--- src/rtl/opg_pkg.sv ---
package opg_pkg;
  parameter int unsigned PG_W  = 3;
  parameter int unsigned LN_W  = 4;
  parameter int unsigned STK_N = 4;

  localparam int unsigned ENT_W   = PG_W + LN_W;
  localparam int unsigned IDX_W   = $clog2(STK_N);
  localparam int unsigned DEP_W   = $clog2(STK_N + 1);
  localparam int unsigned DEP_LSB = STK_N * ENT_W;
  localparam int unsigned OVF_BIT = DEP_LSB + DEP_W;
  localparam int unsigned CSR_W   = OVF_BIT + 1;

  localparam logic [LN_W-1:0]  LEN_PERM = '1;
  localparam logic [DEP_W-1:0] DEP_MAX  = DEP_W'(STK_N);

  typedef struct packed {
    logic [PG_W-1:0] page;
    logic [LN_W-1:0] len;
  } ent_t;

  typedef enum logic [2:0] {
    OP_IDLE, OP_CSR, OP_RESET, OP_POP, OP_PUSH, OP_FLUSH, OP_TICK
  } op_e;

  function automatic logic is_perm(input logic [LN_W-1:0] l);
    return l == LEN_PERM;
  endfunction

  // Length after one retired instruction; 0 means the entry expires.
  function automatic logic [LN_W-1:0] len_after_tick(input logic [LN_W-1:0] l);
    if (is_perm(l)) return l;
    if (l == '0) return '0;
    return l - 1'b1;
  endfunction

  function automatic logic [DEP_W-1:0] clamp_depth(input logic [DEP_W-1:0] d);
    return (d > DEP_MAX) ? DEP_MAX : d;
  endfunction
endpackage

--- src/rtl/opg_event_arb.sv ---
module opg_event_arb
  import opg_pkg::*;
(
  input  logic            csr_we_i,
  input  logic            ctl_reset_i,
  input  logic            ctl_pop_i,
  input  logic            ctl_push_i,
  input  logic [LN_W-1:0] push_len_i,
  input  logic            branch_taken_i,
  input  logic            retire_i,
  output op_e             op_o
);
  // Single winner per cycle; a zero-length push is a control event that does nothing.
  always_comb begin
    if (csr_we_i)            op_o = OP_CSR;
    else if (ctl_reset_i)    op_o = OP_RESET;
    else if (ctl_pop_i)      op_o = OP_POP;
    else if (ctl_push_i)     op_o = (push_len_i == '0) ? OP_IDLE : OP_PUSH;
    else if (branch_taken_i) op_o = OP_FLUSH;
    else if (retire_i)       op_o = OP_TICK;
    else                     op_o = OP_IDLE;
  end
endmodule

--- src/rtl/opg_stack_next.sv ---
module opg_stack_next
  import opg_pkg::*;
(
  input  op_e                    op_i,
  input  ent_t [STK_N-1:0]       stk_i,
  input  logic [DEP_W-1:0]       depth_i,
  input  logic                   ovf_i,
  input  ent_t                   push_ent_i,
  input  logic [CSR_W-1:0]       csr_wdata_i,
  output ent_t [STK_N-1:0]       stk_o,
  output logic [DEP_W-1:0]       depth_o,
  output logic                   ovf_o,
  output logic                   ev_push_ok_o,
  output logic                   ev_push_drop_o,
  output logic                   ev_expire_o,
  output logic                   ev_flush_o
);
  logic [IDX_W-1:0] top_idx;
  logic [IDX_W-1:0] new_idx;
  logic [LN_W-1:0]  tick_len;
  logic [DEP_W-1:0] keep_cnt;

  assign top_idx  = IDX_W'(depth_i - 1'b1);
  assign new_idx  = IDX_W'(depth_i);
  assign tick_len = len_after_tick(stk_i[top_idx].len);

  always_comb begin
    stk_o          = stk_i;
    depth_o        = depth_i;
    ovf_o          = ovf_i;
    ev_push_ok_o   = 1'b0;
    ev_push_drop_o = 1'b0;
    ev_expire_o    = 1'b0;
    ev_flush_o     = 1'b0;
    keep_cnt       = '0;
    unique case (op_i)
      OP_CSR: begin
        for (int i = 0; i < STK_N; i++) begin
          stk_o[IDX_W'(i)] = csr_wdata_i[i*ENT_W +: ENT_W];
        end
        depth_o = clamp_depth(csr_wdata_i[DEP_LSB +: DEP_W]);
        ovf_o   = csr_wdata_i[OVF_BIT];
      end
      OP_RESET: begin
        stk_o   = '0;
        depth_o = '0;
      end
      OP_POP: begin
        if (depth_i != '0) begin
          stk_o[top_idx] = '0;
          depth_o        = depth_i - 1'b1;
        end
      end
      OP_PUSH: begin
        if (depth_i < DEP_MAX) begin
          stk_o[new_idx] = push_ent_i;
          depth_o        = depth_i + 1'b1;
          ev_push_ok_o   = 1'b1;
        end else begin
          ovf_o          = 1'b1;
          ev_push_drop_o = 1'b1;
        end
      end
      OP_FLUSH: begin
        ev_flush_o = 1'b1;
        stk_o      = '0;
        for (int i = 0; i < STK_N; i++) begin
          if (DEP_W'(i) < depth_i && is_perm(stk_i[IDX_W'(i)].len)) begin
            stk_o[IDX_W'(keep_cnt)] = stk_i[IDX_W'(i)];
            keep_cnt = keep_cnt + 1'b1;
          end
        end
        depth_o = keep_cnt;
      end
      OP_TICK: begin
        if (depth_i != '0) begin
          if (tick_len == '0) begin
            stk_o[top_idx] = '0;
            depth_o        = depth_i - 1'b1;
            ev_expire_o    = 1'b1;
          end else begin
            stk_o[top_idx].len = tick_len;
          end
        end
      end
      default: ;
    endcase
  end
endmodule

--- src/rtl/opg_csr_view.sv ---
module opg_csr_view
  import opg_pkg::*;
(
  input  ent_t [STK_N-1:0] stk_i,
  input  logic [DEP_W-1:0] depth_i,
  input  logic             ovf_i,
  output logic [CSR_W-1:0] rdata_o,
  output logic [PG_W-1:0]  page_o,
  output logic             dflt_o
);
  logic [IDX_W-1:0] top_idx;

  assign rdata_o = {ovf_i, depth_i, stk_i};
  assign dflt_o  = (depth_i == '0);
  assign top_idx = IDX_W'(depth_i - 1'b1);
  assign page_o  = dflt_o ? '0 : stk_i[top_idx].page;
endmodule

--- src/rtl/opg_stack_ctrl.sv ---
module opg_stack_ctrl
  import opg_pkg::*;
(
  input  logic             clk,
  input  logic             rst_n,
  input  logic             retire_i,
  input  logic             ctl_push_i,
  input  logic [PG_W-1:0]  push_page_i,
  input  logic [LN_W-1:0]  push_len_i,
  input  logic             ctl_pop_i,
  input  logic             ctl_reset_i,
  input  logic             branch_taken_i,
  input  logic             csr_we_i,
  input  logic [CSR_W-1:0] csr_wdata_i,
  output logic [CSR_W-1:0] csr_rdata_o,
  output logic [PG_W-1:0]  active_page_o,
  output logic             default_isa_o,
  output logic             overflow_o
);
  op_e              op;
  ent_t [STK_N-1:0] stk_q, stk_d;
  logic [DEP_W-1:0] depth_q, depth_d;
  logic             ovf_q, ovf_d;
  ent_t             push_ent;

  // Named internal events, observed by the bound checker.
  logic ev_push_ok, ev_push_drop, ev_expire, ev_flush;

  assign push_ent = '{page: push_page_i, len: push_len_i};

  opg_event_arb u_arb (
    .csr_we_i       (csr_we_i),
    .ctl_reset_i    (ctl_reset_i),
    .ctl_pop_i      (ctl_pop_i),
    .ctl_push_i     (ctl_push_i),
    .push_len_i     (push_len_i),
    .branch_taken_i (branch_taken_i),
    .retire_i       (retire_i),
    .op_o           (op)
  );

  opg_stack_next u_next (
    .op_i           (op),
    .stk_i          (stk_q),
    .depth_i        (depth_q),
    .ovf_i          (ovf_q),
    .push_ent_i     (push_ent),
    .csr_wdata_i    (csr_wdata_i),
    .stk_o          (stk_d),
    .depth_o        (depth_d),
    .ovf_o          (ovf_d),
    .ev_push_ok_o   (ev_push_ok),
    .ev_push_drop_o (ev_push_drop),
    .ev_expire_o    (ev_expire),
    .ev_flush_o     (ev_flush)
  );

  always_ff @(posedge clk or negedge rst_n) begin
    if (!rst_n) begin
      stk_q   <= '0;
      depth_q <= '0;
      ovf_q   <= 1'b0;
    end else begin
      stk_q   <= stk_d;
      depth_q <= depth_d;
      ovf_q   <= ovf_d;
    end
  end

  opg_csr_view u_view (
    .stk_i   (stk_q),
    .depth_i (depth_q),
    .ovf_i   (ovf_q),
    .rdata_o (csr_rdata_o),
    .page_o  (active_page_o),
    .dflt_o  (default_isa_o)
  );

  assign overflow_o = ovf_q;
endmodule

--- config.mk ---
export PLATFORM = sky130hd
export DESIGN_NAME = opg_stack_ctrl
export DESIGN_NICKNAME = d
export VERILOG_FILES = /design/src/rtl/opg_pkg.sv /design/src/rtl/opg_event_arb.sv /design/src/rtl/opg_stack_next.sv /design/src/rtl/opg_csr_view.sv /design/src/rtl/opg_stack_ctrl.sv
export SDC_FILE = /design/constraint.sdc
export NUM_CORES = 1
export LEC_CHECK = 0
export BUFFER_PORTS_ARGS = -buffer_cell sky130_fd_sc_hd__buf_2
export CAP_MARGIN = 10
export CORE_MARGIN = 5
export CORE_UTILIZATION = 35
export CTS_CLUSTER_SIZE = 28
export DETAILED_ROUTE_END_ITERATION = 6
export SLEW_MARGIN = 20
export SYNTH_ARGS = -nofsm -noshare
export SYNTH_HDL_FRONTEND = slang
export SYNTH_SLANG_ARGS = --single-unit
--- constraint.sdc ---
create_clock -name clk -period 3.2 [get_ports clk]
set_input_delay 0.64 -clock clk [delete_from_list [all_inputs] [get_ports clk]]
set_output_delay 0.64 -clock clk [all_outputs]
set_load 0.01 [all_outputs]
# Word level (Yosys, flattened, before mapping)
# Index checks and enable logic that the tools add are counted.
# totals
regBits	32
out_inout_bits	37
in_bits	47
# op_classes
bitwise	2
muxes	48
magnitude_cmp	10
n_reduce_logical	17
eq_ne	14
add_sub_neg	4
# op_table
operator	n
2-to-1 mux 28 bit	5
bitwise mux 28 bit	3
one-hot mux 14 bit (6 select lines)	1
one-hot mux 14 bit (5 select lines)	1
demux 7 bit (select 2 bit)	4
2-to-1 mux 3 bit	15
2-to-1 mux 7 bit	6
AND 28 bit	1
inverter 28 bit	1
2-to-1 mux 4 bit	5
one-hot mux 3 bit (6 select lines)	1
binary-select mux 7 bit (select 2 bit)	1
equality test 4 bit (second input constant)	3
zero test 4 bit	3
equality test 3 bit (second input constant)	3
< comparator 2 x 3 -> 1 bit (second input constant)	3
inequality test 2 x 1 -> 1 bit (second input constant)	4
AND reduction 4 bit	2
adder 3 x 1 -> 3 bit (second input constant)	2
equality test 3 x 2 -> 1 bit (second input constant)	2
greater-or-equal comparator 2 x 1 -> 1 bit (second input constant)	3
< comparator 1 x 3 -> 1 bit (first input constant)	2
nonzero test 6 bit	1
logical AND 1 bit	5
14 further kinds	18

# Depth between registers and ports, before layout
# depth
word_depth	15
mapped_depth	13
depth_no_buf	11

# Cells and area by module
# From an unflattened synthesis, not the netlist that was laid out.
# unflattened
cells_unflattened	388
area_unflattened_um2	3150.5
# by_module_without_submodules
module	area_each_um2	instances	cells_per_inst	seq_area_each_um2
opg_stack_next	1926.8	1	303	0.0
opg_stack_ctrl	800.8	1	32	800.8
opg_csr_view	367.9	1	43	0.0
opg_event_arb	55.1	1	10	0.0

# Worst setup path after synthesis
# No wires, ideal clock.
# synth_timing
path_kind	register to register
startpoint	register depth_q[0]
endpoint	register stk_q[18] in the netlist's numbering
slack_ps	180
setup_time_ps	121
t_arrival_ps	2899
required_ps	3079
stages_incl_launch_ff	14
cell_sequence	dfrtp_1 > buf_6 > inv_1 > ha_1 > buf_2 > mux4_2 > inv_1 > ha_1 > or3b_1 > o211ai_2 > o2111a_4 > a21o_1 > nand3_2 > a22o_1
# synth_between
elab_chain_cells	12
# synth_rtl
element	line_no	text
from (decl)	opg_stack_ctrl.sv:22	logic [DEP_W-1:0] depth_q, depth_d;
from (signal assigned)	opg_stack_ctrl.sv:65	depth_q <= depth_d;
parallel branches: the longest is 12 deep, another holds subtractor 4 x 1 -> 4 bit	-	
to (signal assigned)	opg_stack_ctrl.sv:64	stk_q <= stk_d;
to (decl)	opg_stack_ctrl.sv:21	ent_t [STK_N-1:0] stk_q, stk_d;
# Several ways; the timed one is not identified. The select of a mux whose other input is x is not followed.
# A chain may end at the register's enable or synchronous reset.

# Worst setup path in the final report
# layout_timing
startpoint	register depth_q[0]
endpoint	register stk_q[11] in the netlist's numbering
# layout_between
elab_chain_cells	12
# layout_rtl
element
parallel branches: the longest is 12 deep, another holds subtractor 4 x 1 -> 4 bit
# Several ways; the timed one is not identified. The select of a mux whose other input is x is not followed.

==> results.txt <==
The count of buffers added by post-CTS timing repair for setup is 0. The data arrival time of the worst path came out at 3.08 ns. The max-capacitance violation count came out at 0.

The clock insertion delay at the later pin of the skew report came out at 0.29 ns. The number of different library cells used by synthesis comes to 62. Timing analysis after detailed placement gives a worst setup slack of 0.172 ns. The register area share after synthesis is 29.0%. For this run, the total global-route usage over all layers was measured as 18.7%. The flow ran to the end, and the final reports show no timing, DRC or antenna violations. The number of clock buffers added by TritonCTS is 5.

Global routing consumed, on the met3 layer, 3.96% of the routing resources. Sorting the synthesized cells by how often they occur yields sky130_fd_sc_hd__dfrtp_1, sky130_fd_sc_hd__nor2_1, sky130_fd_sc_hd__nand2_1. The cell area power density came out at 633 nW/um^2. The site row count is 32. The post-layout instance count excluding filler cells is 474. The global-route congestion overflow total is 0. After synthesis, the cell types taking the most area are sky130_fd_sc_hd__dfrtp_1, sky130_fd_sc_hd__ha_1, sky130_fd_sc_hd__mux2i_1, sky130_fd_sc_hd__a22o_1, sky130_fd_sc_hd__a21oi_1. The number of flops mapped to enable cells by yosys is 0.

The post-cts resize count came out at 0. The data required time at the worst endpoint came out at 3.38 ns. For this run, the number of Yosys warnings is 0. The type of destination of the critical path is a flop.

The maximum number of pins on one net before global-route repair is 33. The maximum buffer depth of the clock tree came out at 2. Traced cell by cell, the critical path runs through inv_1 -> ha_1 -> mux4_2 -> inv_1 -> ha_1 -> or3b_1 -> o211ai_2 -> o2111a_4 -> o2111ai_2 -> a21oi_1 -> nor3_1. The final period demand of the worst path is 2.91 ns.

The die boundary width is 98.9 um. The number of placed instances, taps included is 466. The tree is rooted in a sky130_fd_sc_hd__clkbuf_8. The max-slew violation total from the final report was 0. The routed layout has 2,806 vias.

sky130_fd_sc_hd__dfrtp_1 is the most common cell in the netlist. The full die area came out at 9780 um^2. The remaining number of nets flagged by the antenna check after routing came out at 0. The via count of the first global-routing pass came out at 2,763. The final weighted congestion in routability-driven placement came out at 0.981. The average wire per standard cell came out at 19.4 um. The clock-pin slew on the worst setup and hold paths came out at 0.07 ns. In the synthesized netlist the dominant register cell turns out to be sky130_fd_sc_hd__dfrtp_1.

The final-report hold violation count came out at 0. The port buffer count is 69. At the pin with the least slew margin, the transition time is 0.747 ns. The vertical die dimension is 98.9 um. The cell count after synthesis came out at 302. For this run, the detailed router's first-pass iteration total came to 5.

The largest clock skew in the final design came out at 0.00620 ns. The post-detailed-routing wire length came out at 9190 um. The initial cell density of the core came out at 35.8%. The wire length of the first global-routing pass is 14,700 um.

The worst setup path category is reg2reg. Setup repair after global routing left no endpoint under its margin. The violation count after the first detailed-routing iteration is 239. The post-synthesis instance area is 2770 um^2.

The slack of the critical path came out at 0.295 ns. The class of the most critical hold timing path is in2async. The flip-flop and latch count after synthesis came out at 32. The largest voltage drop on the vdd net came out at 0.282 mV. The net total in the final layout is 429. The top achievable clock speed came out at 0.344 GHz. The leakage component of the power came out at 1.50 nW. The final clock period utilization by the worst path is 90.8%. The share of the synthesized area in the top cell type came out at 29.0%. The biggest area contributor in the post-synthesis netlist is sky130_fd_sc_hd__dfrtp_1. The CTS tree is yes. The worst slew margin relative to its limit is 50.2%. The global routing stage identified its most utilized layer as met2.

The worst setup path is launched from a flop. The fraction of final layout cells sized beyond drive strength 1 came out at 31.7%. The met2 usage came out at 28.9%. After detailed routing, the number of remaining DRC violations is 0.

The hold-fix buffer count after cts came out at 0. The number of antenna diodes in the final layout is 0. The met1 track utilization from global routing came out at 25.7%. The H-tree was split into 2 levels. For this design the top-level I/O count stands at 84.

After detailed routing, the number of vias per cell comes to 5.92. The number of antenna violations at the first check in global routing is 0. The post-synthesis net count is 360. The placeable core area is 7730 um^2.

The average instance area after synthesis is 9.16 um^2. For the final routed database, the setup TNS stands at 0 ns. The total number of clock tree sinks is 32. The delay of the slowest critical-path stage came out at 0.42 ns.

The worst path buffer plus inverter count came out at 2. Relative to the synthesized area, the layout overhead comes to 21.0%. The maximum fanout count along the critical path came out at 5. Among all stages on the critical path, the largest delay is contributed by sky130_fd_sc_hd__ha_1. Grouping stages by cell kind, the critical path spends the most delay in compound AO/OA/AOI/OAI gates. The number of setup violations in the final report is 0. After synthesis, the share of flip-flops with an asynchronous set or reset is 100%.

Summed over all nets, the half-perimeter wirelength after detailed placement is 6960 um.
logic make-up (layout without fill, tap and decap cells):
family | Yosys count | after routing | share of synthesized area, %
flip-flops | 32 | 32 | 29.0
AND/OR/NAND/NOR | 103 | 103 | 19.6
multiplexers | 25 | 25 | 12.9
AO/OA/AOI/OAI | 103 | 103 | 28.6
adder cells (fa/ha/maj) | 11 | 11 | 4.98
buffers and inverters | 28 | 98 | 4.89
placed cells by master, fill, tap and decap left out, types with 7 or more instances in the layout:
| cell type | instances |
|---|---|
| sky130_fd_sc_hd__a21oi_1 | 18 |
| sky130_fd_sc_hd__a22o_1 | 12 |
| sky130_fd_sc_hd__buf_2 | 69 |
| sky130_fd_sc_hd__buf_4 | 10 |
| sky130_fd_sc_hd__clkbuf_8 | 7 |
| sky130_fd_sc_hd__dfrtp_1 | 32 |
| sky130_fd_sc_hd__ha_1 | 11 |
| sky130_fd_sc_hd__inv_1 | 11 |
| sky130_fd_sc_hd__mux2_2 | 7 |
| sky130_fd_sc_hd__mux2i_1 | 11 |
| sky130_fd_sc_hd__nand2_1 | 22 |
| sky130_fd_sc_hd__nand3_1 | 8 |
| sky130_fd_sc_hd__nor2_1 | 24 |
| sky130_fd_sc_hd__nor2b_1 | 7 |
| sky130_fd_sc_hd__nor3_1 | 15 |
| sky130_fd_sc_hd__o21ai_1 | 13 |
| sky130_fd_sc_hd__o22ai_1 | 11 |
power breakdown:
group	leakage (nW)	internal [mW]	switching, mW
Sequential	0.419	0.457	0.0826
Combinational	1.01	0.463	0.679
Clock	0.0645	0.275	0.162
worst reg2reg max path, cell delays in order, from the launching register on:
cell and delay, ns:
sky130_fd_sc_hd__dfrtp_1 0.34, sky130_fd_sc_hd__inv_1 0.09, sky130_fd_sc_hd__ha_1 0.42, sky130_fd_sc_hd__mux4_2 0.40, sky130_fd_sc_hd__inv_1 0.14, sky130_fd_sc_hd__ha_1 0.19
sky130_fd_sc_hd__or3b_1 0.36, sky130_fd_sc_hd__o211ai_2 0.09, sky130_fd_sc_hd__o2111a_4 0.30, sky130_fd_sc_hd__o2111ai_2 0.18, sky130_fd_sc_hd__a21oi_1 0.21, sky130_fd_sc_hd__nor3_1 0.07
stage by stage:
stage               hold WS [ns]  cell area (um^2)  total power [mW]  util (%)
finish                     0.412              3350              2.12      43.3
global route               0.482              3350              2.23      43.3
CTS                        0.457              3350              2.11      43.3
floorplan                  0.344              2770              1.30         -
detailed placement         0.512              3220              1.66      41.7
global placement           0.516              3220              1.65      41.7
cell type report:
cell class	count	area, um^2
Clock buffer	7	96.3
Timing Repair Buffer	79	420
Sequential cell	32	801
Clock inverter	1	30.0
Tap cell	102	128
Inverter	11	41.3
Fill cell	777	4380
Multi-Input combinational cell	242	1830
routing by layer:
layer	routed length, um	part of all wire [%]
met1	3900	42
met5	0	0
met2	4110	45
met3	897	9.8
met4	276	3.0
sequential cells by signal, indices dropped and copies added (netlist names):
register,count
depth_q,3
overflow_o,1
stk_q,28
final timing paths:
kind / from / end / slack [ns] / cells after the start
max in group asynchronous: rst_n / depth_q[0] / 2.31 / 1
min in group clk: stk_q[19] / stk_q[19] / 0.53 / 1
worst min-delay path: rst_n / stk_q[5] / 0.41 / 1
worst min register to register: stk_q[19] / stk_q[19] / 0.53 / 1
worst max register to register: depth_q[0] / stk_q[11] / 0.29 / 11
worst max-delay path: depth_q[0] / stk_q[11] / 0.29 / 11
Power figures use the tool's default switching activity.
